<file path="src/rtl/fcs_pkg.sv">
// Package: shared command codes, read-mode and sequence types for the
// flash command sequencer. Assumes 8-bit command bytes.
package fcs_pkg;

    localparam logic [7:0] OP_ARRAY   = 8'hFF;
    localparam logic [7:0] OP_IDENT   = 8'h90;
    localparam logic [7:0] OP_QUERY   = 8'h98;
    localparam logic [7:0] OP_STATUS  = 8'h70;
    localparam logic [7:0] OP_CLRSTAT = 8'h50;
    localparam logic [7:0] OP_BERASE  = 8'h20;
    localparam logic [7:0] OP_CERASE  = 8'h30;
    localparam logic [7:0] OP_WRITE_A = 8'h40;
    localparam logic [7:0] OP_WRITE_B = 8'h10;
    localparam logic [7:0] OP_BUFWR   = 8'hE8;
    localparam logic [7:0] OP_SUSPEND = 8'hB0;
    localparam logic [7:0] OP_CONFIRM = 8'hD0;
    localparam logic [7:0] OP_LOCK    = 8'h60;
    localparam logic [7:0] OP_LOCKSET = 8'h01;
    localparam logic [7:0] OP_CONFIG  = 8'hB8;

    typedef enum logic [1:0] {
        RM_ARRAY  = 2'd0,
        RM_IDENT  = 2'd1,
        RM_QUERY  = 2'd2,
        RM_STATUS = 2'd3
    } rd_mode_e;

    typedef enum logic [3:0] {
        SQ_IDLE, SQ_BLK, SQ_CHIP, SQ_WORD, SQ_MCNT,
        SQ_MDAT, SQ_MCONF, SQ_LOCK, SQ_CFG
    } seq_e;

    typedef struct packed {
        logic blk;
        logic chip;
        logic word;
        logic load;
        logic multi;
        logic lset;
        logic lclr;
        logic susp;
        logic resume;
    } go_t;

endpackage

</file>
<file path="src/rtl/fcs_strobe.sv">
// Bus write capture. A write is active while both strobes are low; it
// completes when either strobe rises. Address/data of the last active
// clock are presented with a one-cycle completion pulse.
// Assumes the strobes are already synchronous to clk.
module fcs_strobe #(
    parameter int ADDR_W = 21
) (
    input  logic              clk,
    input  logic              rst_n,
    input  logic              we_n,
    input  logic              ce_n,
    input  logic [ADDR_W-1:0] addr,
    input  logic [7:0]        data,
    output logic              stb,
    output logic [ADDR_W-1:0] s_addr,
    output logic [7:0]        s_data
);
    logic              act;
    logic              act_q;
    logic [ADDR_W-1:0] cap_addr;
    logic [7:0]        cap_data;

    assign act = ~we_n & ~ce_n;

    // Track the active phase, hold its last address/data, flag completion.
    always_ff @(posedge clk) begin
        if (!rst_n) begin
            act_q    <= 1'b0;
            stb      <= 1'b0;
            cap_addr <= '0;
            cap_data <= '0;
            s_addr   <= '0;
            s_data   <= '0;
        end else begin
            act_q <= act;
            stb   <= act_q & ~act;
            if (act) begin
                cap_addr <= addr;
                cap_data <= data;
            end
            if (act_q & ~act) begin
                s_addr <= cap_addr;
                s_data <= cap_data;
            end
        end
    end
endmodule

</file>
<file path="src/rtl/fcs_lock.sv">
// Per-block lock bits. Set one bit by index, clear all at once, and
// report the lock state of a queried block plus whether any bit is set.
// Assumes NUM_BLOCKS is a power of two.
module fcs_lock #(
    parameter int NUM_BLOCKS = 32,
    parameter int BLK_W      = $clog2(NUM_BLOCKS)
) (
    input  logic             clk,
    input  logic             rst_n,
    input  logic             set_en,
    input  logic [BLK_W-1:0] set_idx,
    input  logic             clr_all,
    input  logic [BLK_W-1:0] chk_idx,
    output logic             locked,
    output logic             any_locked
);
    logic [NUM_BLOCKS-1:0] bits;

    for (genvar b = 0; b < NUM_BLOCKS; b++) begin : g_bit
        logic lk_q;
        // One lock flag: cleared by reset or clear-all, set when addressed.
        always_ff @(posedge clk) begin
            if (!rst_n)                                   lk_q <= 1'b0;
            else if (clr_all)                             lk_q <= 1'b0;
            else if (set_en && set_idx == BLK_W'(b))      lk_q <= 1'b1;
        end
        assign bits[b] = lk_q;
    end

    assign locked     = bits[chk_idx];
    assign any_locked = |bits;
endmodule

</file>
<file path="src/rtl/fcs_decoder.sv">
// Command decoder and sequence tracker. Consumes completed bus writes,
// keeps read mode, error flags, suspend flag and busy-pin config, and
// issues registered one-cycle start pulses. Lock state comes from
// fcs_lock; lock updates are requested combinationally on the pulse edge.
module fcs_decoder
    import fcs_pkg::*;
#(
    parameter int ADDR_W    = 21,
    parameter int BUF_WORDS = 16,
    parameter int CNT_W     = $clog2(BUF_WORDS + 1)
) (
    input  logic              clk,
    input  logic              rst_n,
    input  logic              stb,
    input  logic [ADDR_W-1:0] s_addr,
    input  logic [7:0]        s_data,
    input  logic              wp_ok,
    input  logic              eng_busy,
    input  logic              locked,
    input  logic              any_locked,
    output logic              lk_set,
    output logic              lk_clr,
    output rd_mode_e          mode,
    output logic [7:0]        status,
    output logic [1:0]        cfg,
    output go_t               go,
    output logic [ADDR_W-1:0] cmd_addr,
    output logic [7:0]        cmd_data
);
    seq_e             state;
    logic             err_e, err_p, err_x, susp, refused;
    logic [CNT_W-1:0] cnt;
    logic             blocked;

    assign blocked = locked & ~wp_ok;
    assign lk_set  = stb && state == SQ_LOCK && s_data == OP_LOCKSET;
    assign lk_clr  = stb && state == SQ_LOCK && s_data == OP_CONFIRM && wp_ok;
    assign status  = {~eng_busy, susp, err_e, err_p, 2'b00, err_x, 1'b0};

    // Sequence state machine: one decision per completed bus write.
    always_ff @(posedge clk) begin
        if (!rst_n) begin
            state    <= SQ_IDLE;
            mode     <= RM_ARRAY;
            err_e    <= 1'b0;
            err_p    <= 1'b0;
            err_x    <= 1'b0;
            susp     <= 1'b0;
            refused  <= 1'b0;
            cnt      <= '0;
            cfg      <= 2'd0;
            go       <= '0;
            cmd_addr <= '0;
            cmd_data <= '0;
        end else begin
            go <= '0;
            if (stb) begin
                case (state)
                    SQ_IDLE: begin
                        case (s_data)
                            OP_ARRAY:   mode <= RM_ARRAY;
                            OP_IDENT:   mode <= RM_IDENT;
                            OP_QUERY:   mode <= RM_QUERY;
                            OP_STATUS:  mode <= RM_STATUS;
                            OP_CLRSTAT: begin err_e <= 1'b0; err_p <= 1'b0; err_x <= 1'b0; end
                            OP_BERASE:  begin state <= SQ_BLK;  mode <= RM_STATUS; end
                            OP_CERASE:  begin state <= SQ_CHIP; mode <= RM_STATUS; end
                            OP_WRITE_A,
                            OP_WRITE_B: begin state <= SQ_WORD; mode <= RM_STATUS; end
                            OP_BUFWR:   begin state <= SQ_MCNT; mode <= RM_STATUS; end
                            OP_LOCK:    begin state <= SQ_LOCK; mode <= RM_STATUS; end
                            OP_CONFIG:  state <= SQ_CFG;
                            OP_SUSPEND: if (eng_busy && !susp) begin
                                go.susp <= 1'b1; susp <= 1'b1; mode <= RM_STATUS;
                            end
                            OP_CONFIRM: if (susp) begin
                                go.resume <= 1'b1; susp <= 1'b0; mode <= RM_STATUS;
                            end
                            default: ;
                        endcase
                    end
                    SQ_BLK: begin
                        state <= SQ_IDLE;
                        if (s_data != OP_CONFIRM) begin
                            err_e <= 1'b1; err_p <= 1'b1; mode <= RM_STATUS;
                        end else if (blocked) begin
                            err_e <= 1'b1; err_x <= 1'b1;
                        end else begin
                            go.blk <= 1'b1; cmd_addr <= s_addr;
                        end
                    end
                    SQ_CHIP: begin
                        state <= SQ_IDLE;
                        if (s_data != OP_CONFIRM) begin
                            err_e <= 1'b1; err_p <= 1'b1; mode <= RM_STATUS;
                        end else if (any_locked && !wp_ok) begin
                            err_e <= 1'b1; err_x <= 1'b1;
                        end else begin
                            go.chip <= 1'b1;
                        end
                    end
                    SQ_WORD: begin
                        state <= SQ_IDLE;
                        if (blocked) begin
                            err_p <= 1'b1; err_x <= 1'b1;
                        end else begin
                            go.word <= 1'b1; cmd_addr <= s_addr; cmd_data <= s_data;
                        end
                    end
                    SQ_MCNT: begin
                        if (s_data == 8'd0 || int'(s_data) > BUF_WORDS) begin
                            state <= SQ_IDLE;
                            err_e <= 1'b1; err_p <= 1'b1; mode <= RM_STATUS;
                        end else begin
                            state   <= SQ_MDAT;
                            cnt     <= s_data[CNT_W-1:0];
                            refused <= 1'b0;
                        end
                    end
                    SQ_MDAT: begin
                        go.load  <= 1'b1;
                        cmd_addr <= s_addr;
                        cmd_data <= s_data;
                        if (blocked) refused <= 1'b1;
                        cnt <= cnt - 1'b1;
                        if (cnt == CNT_W'(1)) state <= SQ_MCONF;
                    end
                    SQ_MCONF: begin
                        state <= SQ_IDLE;
                        if (s_data != OP_CONFIRM) begin
                            err_e <= 1'b1; err_p <= 1'b1; mode <= RM_STATUS;
                        end else if (refused) begin
                            err_p <= 1'b1; err_x <= 1'b1;
                        end else begin
                            go.multi <= 1'b1;
                        end
                    end
                    SQ_LOCK: begin
                        state <= SQ_IDLE;
                        if (s_data == OP_LOCKSET) begin
                            go.lset <= 1'b1; cmd_addr <= s_addr;
                        end else if (s_data == OP_CONFIRM) begin
                            if (wp_ok) go.lclr <= 1'b1;
                            else begin err_e <= 1'b1; err_x <= 1'b1; end
                        end else begin
                            err_e <= 1'b1; err_p <= 1'b1; mode <= RM_STATUS;
                        end
                    end
                    SQ_CFG: begin
                        state <= SQ_IDLE;
                        if (s_data < 8'd4) cfg <= s_data[1:0];
                        else begin
                            err_e <= 1'b1; err_p <= 1'b1; mode <= RM_STATUS;
                        end
                    end
                    default: state <= SQ_IDLE;
                endcase
            end
        end
    end
endmodule

</file>
<file path="src/rtl/flash_cmd_seq.sv">
// Top of the flash command sequencer: bus write capture, lock bits and
// command decoder. Start pulses are registered; the status ready bit
// follows eng_busy combinationally.
module flash_cmd_seq
    import fcs_pkg::*;
#(
    parameter int ADDR_W     = 21,
    parameter int NUM_BLOCKS = 32,
    parameter int BUF_WORDS  = 16
) (
    input  logic              clk,
    input  logic              rst_n,
    input  logic              bus_we_n,
    input  logic              bus_ce_n,
    input  logic [ADDR_W-1:0] bus_addr,
    input  logic [7:0]        bus_data,
    input  logic              wp_ok,
    input  logic              eng_busy,
    output logic [1:0]        rd_mode,
    output logic [7:0]        status,
    output logic [1:0]        busy_cfg,
    output logic              go_blk_erase,
    output logic              go_chip_erase,
    output logic              go_write,
    output logic              go_buf_load,
    output logic              go_multi,
    output logic              go_lock_set,
    output logic              go_lock_clr,
    output logic              go_suspend,
    output logic              go_resume,
    output logic [ADDR_W-1:0] cmd_addr,
    output logic [7:0]        cmd_data
);
    localparam int BLK_W = $clog2(NUM_BLOCKS);

    logic              stb, lk_set, lk_clr, locked, any_locked;
    logic [ADDR_W-1:0] s_addr;
    logic [7:0]        s_data;
    logic [BLK_W-1:0]  blk_idx;
    rd_mode_e          mode;
    go_t               go;

    assign blk_idx = s_addr[ADDR_W-1 -: BLK_W];

    fcs_strobe #(.ADDR_W(ADDR_W)) u_strobe (
        .clk(clk), .rst_n(rst_n), .we_n(bus_we_n), .ce_n(bus_ce_n),
        .addr(bus_addr), .data(bus_data),
        .stb(stb), .s_addr(s_addr), .s_data(s_data)
    );

    fcs_lock #(.NUM_BLOCKS(NUM_BLOCKS), .BLK_W(BLK_W)) u_lock (
        .clk(clk), .rst_n(rst_n), .set_en(lk_set), .set_idx(blk_idx),
        .clr_all(lk_clr), .chk_idx(blk_idx),
        .locked(locked), .any_locked(any_locked)
    );

    fcs_decoder #(.ADDR_W(ADDR_W), .BUF_WORDS(BUF_WORDS)) u_dec (
        .clk(clk), .rst_n(rst_n), .stb(stb), .s_addr(s_addr), .s_data(s_data),
        .wp_ok(wp_ok), .eng_busy(eng_busy), .locked(locked),
        .any_locked(any_locked), .lk_set(lk_set), .lk_clr(lk_clr),
        .mode(mode), .status(status), .cfg(busy_cfg), .go(go),
        .cmd_addr(cmd_addr), .cmd_data(cmd_data)
    );

    assign rd_mode       = mode;
    assign go_blk_erase  = go.blk;
    assign go_chip_erase = go.chip;
    assign go_write      = go.word;
    assign go_buf_load   = go.load;
    assign go_multi      = go.multi;
    assign go_lock_set   = go.lset;
    assign go_lock_clr   = go.lclr;
    assign go_suspend    = go.susp;
    assign go_resume     = go.resume;
endmodule

</file>
<file path="config.mk">
export PLATFORM = sky130hd
export DESIGN_NAME = flash_cmd_seq
export DESIGN_NICKNAME = d
export VERILOG_FILES = /design/src/rtl/fcs_pkg.sv /design/src/rtl/fcs_strobe.sv /design/src/rtl/fcs_lock.sv /design/src/rtl/fcs_decoder.sv /design/src/rtl/flash_cmd_seq.sv
export SDC_FILE = /design/constraint.sdc
export NUM_CORES = 1
export LEC_CHECK = 0
export CORE_MARGIN = 8
export CORE_UTILIZATION = 37
export CTS_CLUSTER_DIAMETER = 100
export DETAILED_ROUTE_END_ITERATION = 6
export SKIP_CTS_REPAIR_TIMING = 1
export SLEW_MARGIN = 30
export SYNTH_ARGS = -nofsm -noshare
export SYNTH_HDL_FRONTEND = slang
export SYNTH_SLANG_ARGS = --single-unit
</file>
<file path="constraint.sdc">
create_clock -name clk -period 2.4 [get_ports clk]
set_input_delay 0.24 -clock clk [delete_from_list [all_inputs] [get_ports clk]]
set_output_delay 0.24 -clock clk [all_outputs]
set_load 0.05 [all_outputs]
</file>
; Word-level counts from Yosys, hierarchy flattened
; Index checks and enable logic that the tools add are counted.
[word_totals]
romBits = 0
ff_bits = 148
latch_bits = 0
word_cells = 300
inputBits = 35
mem_count = 0
ramBits = 0
[op_classes]
muxes = 59
n_div = 0
bitwise = 15
add_sub_neg = 1
multipliers = 0
n_eq_ne = 86
order_cmp = 3
shift = 0
reduce_logical = 78
[op_table]
columns = op, count
row1 = $pmux 21 s4, 1
row2 = $eq 5x5->1 const B, 16
row3 = $mux 21, 3
row4 = $eq 8x8->1 const B, 7
row5 = $eq 5x4->1 const B, 8
row6 = $logic_and 1x1->1, 38
row7 = $eq 8x7->1 const B, 4
row8 = $mux 1, 32
row9 = $reduce_or 32->1, 1
row10 = $reduce_and 10->1, 3
row11 = $ne 2x2->1 const B, 12
row12 = $pmux 4 s6, 1
row13 = $eq 5x3->1 const B, 4
row14 = $ne 2x1->1 const B, 10
row15 = $reduce_and 4->1, 5
row16 = $reduce_and 3->1, 6
row17 = $eq 4x3->1 const B, 4
row18 = $eq 8x6->1 const B, 2
row19 = $pmux 8 s2, 1
row20 = $mux 2, 7
row21 = $pmux 1 s7, 2
row22 = $reduce_bool 7->1, 2
row23 = $not 1->1, 12
row24 = $pmux 2 s6, 1
row25 = 44 further kinds, 60

; Depth between registers and ports, before layout
; Gate-level depths: netlist (run 1).
[logic_depth]
ltp_word = 6
depth_mapped = 10

; Modules after synthesis
; A second synthesis (run 1) with hierarchy kept.
[hier_totals]
hier_cells = 795
hier_area_um2 = 6846.6
[by_module_without_submodules]
columns = mod, seq_area_each_um2, area_each_um2, n_inst, cells_each
row1 = fcs_decoder, 1121.1, 3011.6, 1, 359
row2 = fcs_strobe, 1201.2, 2409.8, 1, 264
row3 = fcs_lock, 640.6, 1425.1, 1, 172

; Least setup slack after synthesis (run 1)
; No wires, ideal clock.
[synth_path]
path_kind = register -> register
start = register u_strobe.s_data[0]
end = register u_dec.err_e
arrival_ns = 2.423
setup_slack_ns = -0.143
setup_ns = 0.120
t_required_ns = 2.280
path_stages_with_launch = 10
path_cell_list = dfxtp_1 > buf_6 > or4_4 > or4_4 > buf_6 > or3_4 > nand2_1 > o2bb2ai_1 > nor4_1 > o31a_1
[synth_via]
elab_chain_len = 4
word_cells_on_any_way = 22
classes_between = order compare (2) / eq/ne (12) / mux (5) / reduce/logical (3)
[synth_rtl]
columns = item, line_no
row1 = from (decl), fcs_strobe.sv:16  ; output logic [7:0] s_data
row2 = from (signal assigned), fcs_strobe.sv:43  ; s_data <= cap_data;
row3 = $gt 8x5->1 (tied with other cells), fcs_decoder.sv:111  ; if (s_data == 8'd0 || int'(s_data) > BUF_WORDS) begin
row4 = $logic_or 1x1->1 / $mux 1 (equally long branches), "fcs_decoder.sv:111, fcs_decoder.sv:142"
row5 = $ne 2x1->1 (no source line) / $mux 1 (equally long branches), --
row6 = $reduce_and 10->1 (no source line) / $pmux 1 s7 (equally long branches), --
row7 = to (signal assigned), fcs_decoder.sv:113  ; err_e <= 1'b1; err_p <= 1'b1; mode <= RM_STATUS;
row8 = to (signal assigned), fcs_decoder.sv:131  ; err_e <= 1'b1; err_p <= 1'b1; mode <= RM_STATUS;
row9 = to (signal assigned), fcs_decoder.sv:144  ; else begin err_e <= 1'b1; err_x <= 1'b1; end
row10 = to (decl), fcs_decoder.sv:31  ; logic err_e, err_p, err_x, susp, refused;
; Parallel ways exist; a longest one is shown, timed or not. The select of a mux whose other input is x is not followed.
; A chain may end at the register's enable or synchronous reset.

; Worst setup path after layout (run 1)
[layout_path]
start = register u_strobe.s_data[1]
end = register u_dec.err_e
; Same word-level chain as after synthesis.

==> run_results.csv, run 1 <==
group,metric,value,unit
route,wl,18200,um
route,ant_nets,0,
pwr,powerDensity,654,mW/mm^2
place,place_congestion,0.872,
worst_setup_path,arrival,2.68,ns
clock_network,htreeDepth,4,
floorplan,die_w,148,um
pwr,combPwrFrac,4.4,%
layout,instances_no_fill,1154,
synth,synth_warnings,0,
floorplan,die_y,148,um
route,dr_wl_met3,1310,um
synth,mappedNetlistArea,0.00645,sq mm
global_routing,antenna_found_initial,0,
worst_setup_path,crit_family,"simple AND/OR/NAND/NOR gates",
pwr,power_report.internal_total,4270,uW
pwr,seqPwrFrac,45.3,%
synth,synth-edff-count,0,
layout,fillers,1709,
synth,ys_async_sr_fraction,0,%
synth,synth_area_leaders,"dfxtp_1, a21oi_1, nand2_1",
synth,yosysTopAreaCellShare,45.9,%
clock_network,cts.path.max_buffers,2,
pwr,peakVddDrop,0.000543,V
synth,synthFlopType,"dfxtp_1",
clock_network,cts_buffers,17,
clock_network,clock_latency,0.43,ns
worst_setup_path,start_kind,"register",
sta,clock-skew-final,0.00904,ns
worst_setup_path,cpMaxStageDelayCell,"or4_4",
floorplan,dieArea,0.0219,sq mm
sta,finalMaxSlewViolations,0,
floorplan,io_pins,85,
synth,postSynthCellCount,825,
route,first_pass_iters,5,
sta,finalSetupTns,0,ns
sta,rsz0062_at_grt,"yes",
worst_setup_path,cpPeakStageDelay,0.56,ns
clock_network,clkTransAtPathRegs,0.06,ns
global_routing,grt_start_max_net_pins,57,
synth,syn_avg_cell_area,7.82,sq um
worst_setup_path,path_cells,"or4_4, or4_4, or3_4, nand2_1, o2bb2ai_1, nor4_1, o31a_1",
worst_setup_path,path_max_fanout,4,
pwr,switching_share,22.6,%
worst_setup_path,cp_common_cell,"or4_4",
pwr,p_sw,1250,uW
clock_network,cts_tree,"done",
clock_network,cts_sinks,148,
place,portBuffers,81,
worst_setup_path,cp.required,2.72,ns
worst_setup_path,worstSetupEndpointType,"register",
layout,n_antenna_cell,0,
floorplan,num_rows,48,
clock_network,clockRootBuffer,"clkbuf_16",
sta,setup_viol,0,
worst_setup_path,crit_buf_inv,0,
sta,hold_viol,0,
route,drc,0,
worst_setup_path,r2r_setup_slack,0.04,ns
floorplan,start_util,37.6,%
global_routing,grt-ovfl-total,0,
job,maxCapViolations,0,
route,vias,6084,
route,dr_wl_met2,7730,um
global_routing,grt_pass1_wl,30100,um
sta,max_freq,423,MHz
global_routing,grt_pass1_vias,5895,
worst_setup_path,crit_type,"reg -> reg",
route,wl_met1,8980,um
synth,yosysSeqAreaShare,45.9,%
synth,yosysTopAreaCell,"dfxtp_1",
floorplan,fp.coreArea,0.0172,sq mm
outcome,status,"completed",
pwr,pwr-share-clk,50.3,%
place,dp_hpwl,12500,um
sta,relSlewSlack,52.9,%
hold_path,hp-class,"in -> reg",
pwr,p_leak,0.00296,uW
synth,yosys_register_bits,148,
route,viasPerCell,5.27,
route,routed.top_layer,"met4",
synth,synth.top_cells.by_count,"nand2_1, dfxtp_1, a21oi_1",
sta,worst_pin_slew,0.700,ns
route,wl_per_cell,15.8,um
synth,ys_types,58,
sta,period_needed,2.36,ns
layout,layout.nets,953,
place,post-place-cells,1120,
layout,drive_gt1_share,12.1,%
synth,synth_most_common_cell,"nand2_1",
route,drtIter0Drc,464,
layout,synthToLayoutAreaGrowth,30.6,%
global_routing,grt_use_total,17.0,%
sta,period_share,98.5,%
[metal layers]
layer  up-vias  global-route usage [%]
met2       183                    25.3
li1       3067                       -
met5         -                       0
met4         0                    5.86
met1      2812                    22.7
met3        22                    5.14
[cell families (layout without fill, tap and decap cells)]
family	after synthesis	after routing	share of synthesized area [%]
buf+inv	78	180	5.41
fa+ha+maj	3	3	0.543
mux	20	20	3.10
compound gates	231	231	20.4
xor+xnor	1	1	0.136
simple gates	343	343	24.5
flops	148	148	45.9
other cells	1	3	0.0581
[cell type report]
cell class | instances | area (sq um) | share of cell area (%)
Tap cell | 225 | 282 | 3.34
Multi-Input combinational cell | 601 | 3200 | 37.9
Inverter | 9 | 33.8 | 0.401
Clock inverter | 13 | 173 | 2.05
Sequential cell | 148 | 2960 | 35.2
Clock buffer | 19 | 443 | 5.26
Timing Repair Buffer | 139 | 1330 | 15.8
[worst min-delay path, stage by stage]
cell             delay (ns)
clkdlybuf4s50_1        0.39
nand2_1                0.06
a21oi_1                0.05
[power groups by stage]
stage,combinational [uW],clock [uW],sequential [uW]
2_1_floorplan,134,0,2550
3_3_place_gp,240,0,2550
3_5_place_dp,240,0,2550
4_1_cts,241,2830,2500
5_1_grt,268,2930,2500
6_report,243,2770,2500
[sequential cells by signal, indices dropped and copies added, names as in the netlist, 4 cells and up]
signal and flops:
u_dec.cmd_data 8, u_dec.state 4, u_strobe.s_data 8, u_dec.go 9, u_lock.g_bit.lk_q 32, u_dec.cmd_addr 21, u_strobe.cap_data 8, u_strobe.cap_addr 21
u_dec.cnt 5, u_strobe.s_addr 21
[cells in the final DEF, fill, tap and decap left out, types with 8 or more instances in the layout]
cell and count:
a21oi_1 132, inv_1 8, mux2i_1 19, nand2b_1 8
nor3_1 9, o21ai_0 38, nand3_1 39, nor2_1 66
nor2b_1 12, a31oi_1 13, dfxtp_1 147, nand2_1 149
nor4_1 15, clkbuf_16 17, buf_4 51, clkdlybuf4s50_1 81
[through the flow]
step	total power (uW)	utilization (%)	setup slack, ns	hold WS [ns]	instance area (sq um)
global route	5700	49.1	-0.0236	0.354	8430
detailed placement	2790	45.1	0.0289	0.443	7750
floorplan	2680	-	-0.0825	0.358	6470
global placement	2790	45.1	0.0649	0.440	7750
finish	5510	49.1	0.0365	0.359	8430
CTS	5570	48.7	0.00692	0.340	8370
[worst paths after layout]
check,startpoint,to,cells after the start
worst min register to register,u_strobe.cap_addr[6],u_strobe.s_addr[6],2
worst min-delay path,bus_addr[14],u_strobe.cap_addr[14],3
worst max register to register,u_strobe.s_data[1],u_dec.err_e,7
worst max-delay path,u_strobe.s_data[1],u_dec.err_e,7
No activity file was read; power rests on OpenSTA's default activity.
==> run 2, diff against run 1 <==
CTS_BUF_LIST = sky130_fd_sc_hd__clkbuf_4   (was not set)
==> run 2 against run 1 <==
  * Global-route usage is 0.29 points lower
  * Combinational power is 3% higher
  * First-iteration DRC count is 15% higher
  * Via count is 0.87% lower
  * Core utilization is 1.5 points lower
  * Sequential cell count stayed put
  * Power is 19% lower
  * Critical path depth is 1 lower
  * Cell count hardly changed
  * Sequential power hardly changed
  * Register-to-register slack worse by 0.03 ns
  * Routed wire length is 0.12% higher
  * Critical path type unchanged
  * Critical endpoint is now u_lock.g_bit[12].lk_q
  * Largest power group is now registers
  * Highest routed layer unchanged
==> run_results.csv, run 2 (same netlist as run 1, synthesis figures left out) <==
group,metric,value,unit
outcome,status,"completed",
sta,max_freq,419,MHz
clock_network,clkTransAtPathRegs,0.13,ns
sta,worst_pin_slew,0.702,ns
sta,rsz0062_at_grt,"yes",
layout,final_cell_mix,"nand2_1, dfxtp_1, a21oi_1, clkdlybuf4s50_1, nor2_1",
route,wl,18300,um
global_routing,antenna_found_initial,1,
layout,synthToLayoutAreaGrowth,26.7,%
worst_setup_path,crit_type,"reg -> reg",
global_routing,grt_pass1_wl,29800,um
clock_network,clock_latency,0.55,ns
layout,multi_input_area,0.00323,sq mm
route,first_pass_iters,5,
floorplan,die_w,148,um
pwr,p_leak,0.00284,uW
route,drtIter0Drc,534,
layout,largest_reg_flops,32,
place,placed_area,0.00775,sq mm
layout,layout_commonest_cell,"nand2_1",
route,vias,6031,
worst_setup_path,r2r_start,"u_strobe.s_data[1]",
worst_setup_path,cp-startpoint,"u_strobe.s_data[1]",
worst_setup_path,arrival,2.84,ns
sta,relSlewSlack,52.7,%
worst_setup_path,start_kind,"register",
worst_setup_path,cpPeakStageDelay,0.56,ns
hold_path,worstHoldPathCells,3,
pwr,powerDensity,543,mW/mm^2
layout,postLayoutCoreUtil,47.6,%
worst_setup_path,path_max_fanout,16,
clock_network,htreeDepth,4,
worst_setup_path,cp.required,2.85,ns
worst_setup_path,path_cells,"or4_4, or4_4, or3_4, o21ai_4, clkbuf_16, nor2_1",
layout,regArea,0.00296,sq mm
layout,fillers,1738,
sta,setup_viol,0,
place,dp_hpwl,12500,um
place,post-place-cells,1120,
clock_network,cts_sinks,148,
route,ant_nets,0,
job,maxCapViolations,0,
worst_setup_path,cp_common_cell,"or4_4",
sta,finalSetupTns,0,ns
worst_setup_path,cpMaxStageDelayCell,"or4_4",
floorplan,fp.coreArea,0.0172,sq mm
floorplan,io_pins,85,
clock_network,clockRootBuffer,"clkbuf_4",
worst_setup_path,worstRegToRegCells,6,
worst_setup_path,crit_family,"simple AND/OR/NAND/NOR gates",
global_routing,grt-ovfl-total,0,
hold_path,hp-class,"in -> reg",
sta,clock-skew-final,0.0232,ns
sta,finalMaxSlewViolations,0,
global_routing,grt_pass1_vias,5789,
sta,period_share,99.5,%
place,place_congestion,0.872,
global_routing,grt_start_max_net_pins,57,
worst_setup_path,crit_buf_inv,1,
clock_network,cts.path.max_buffers,2,
worst_setup_path,crit_path_end,"u_lock.g_bit[12].lk_q",
worst_setup_path,r2r_setup_slack,0.01,ns
layout,drive_gt1_share,12.7,%
layout,final_area,0.00818,sq mm
sta,period_needed,2.39,ns
worst_setup_path,timing.rr.end,"u_lock.g_bit[12].lk_q",
sta,hold_viol,0,
floorplan,die_y,148,um
floorplan,dieArea,0.0219,sq mm
floorplan,num_rows,48,
route,wl_per_cell,15.8,um
clock_network,cts_tree,"done",
layout,layout.nets,953,
clock_network,cts_buffers,17,
worst_setup_path,worstSetupEndpointType,"register",
route,drc,0,
pwr,peakVddDrop,0.000415,V
layout,instances_no_fill,1155,
global_routing,grt_use_total,16.7,%
route,viasPerCell,5.22,
place,portBuffers,81,
floorplan,start_util,37.6,%
worst_setup_path,cp.depth,6,
layout,largest_register,"u_lock.g_bit.lk_q",
[run 2: worst min-delay path by stage]
stage / from / end / slack (ns)
finish: bus_addr[14] / u_strobe.cap_addr[14] / 0.22
detailed placement: u_strobe.cap_addr[11] / u_strobe.s_addr[11] / 0.44
floorplan: eng_busy / u_dec.go[1] / 0.36
global route: bus_data[4] / u_strobe.cap_data[4] / 0.18
CTS: bus_addr[14] / u_strobe.cap_addr[14] / 0.17
global placement: u_strobe.cap_data[6] / u_strobe.s_data[6] / 0.44
[run 2: worst min-delay path, delay by kind of cell]
family	cells	cell delay [ns]
AOI/OAI and AO/OA	1	0.05
and+or+nand+nor	1	0.06
buffers and inverters	1	0.39
[run 2: power by group]
| group | switching (uW) | internal (uW) |
|---|---|---|
| sequential | 15.8 | 2480 |
| combinational | 141 | 108 |
| clock | 947 | 747 |
[run 2: layout make-up]
type | count | area share, %
multi-input cells | 601 | 39.5
flip-flops and latches | 148 | 36.3
repair buffers | 139 | 16.5
well taps | 225 | 3.44
clock inverters | 14 | 2.16
clock buffers | 18 | 1.65
inverters | 9 | 0.413
diodes | 1 | 0.0306
[run 2: routing by layer]
metal	vias to the layer above	wire (um)	global-route usage [%]
met5	-	0	0
met4	0	174	4.33
li1	3070	-	-
met3	14	1190	5.50
met1	2795	9180	22.7
met2	152	7730	24.7
[run 2: stage by stage]
step | worst slack (ns) | hold WS [ns] | power [uW]
after global placement | 0.0649 | 0.440 | 2790
after detailed placement | 0.0289 | 0.443 | 2790
after global routing | -0.0543 | 0.176 | 4620
after floorplan | -0.0825 | 0.358 | 2680
final | 0.0110 | 0.224 | 4440
after CTS | -0.00445 | 0.173 | 4490
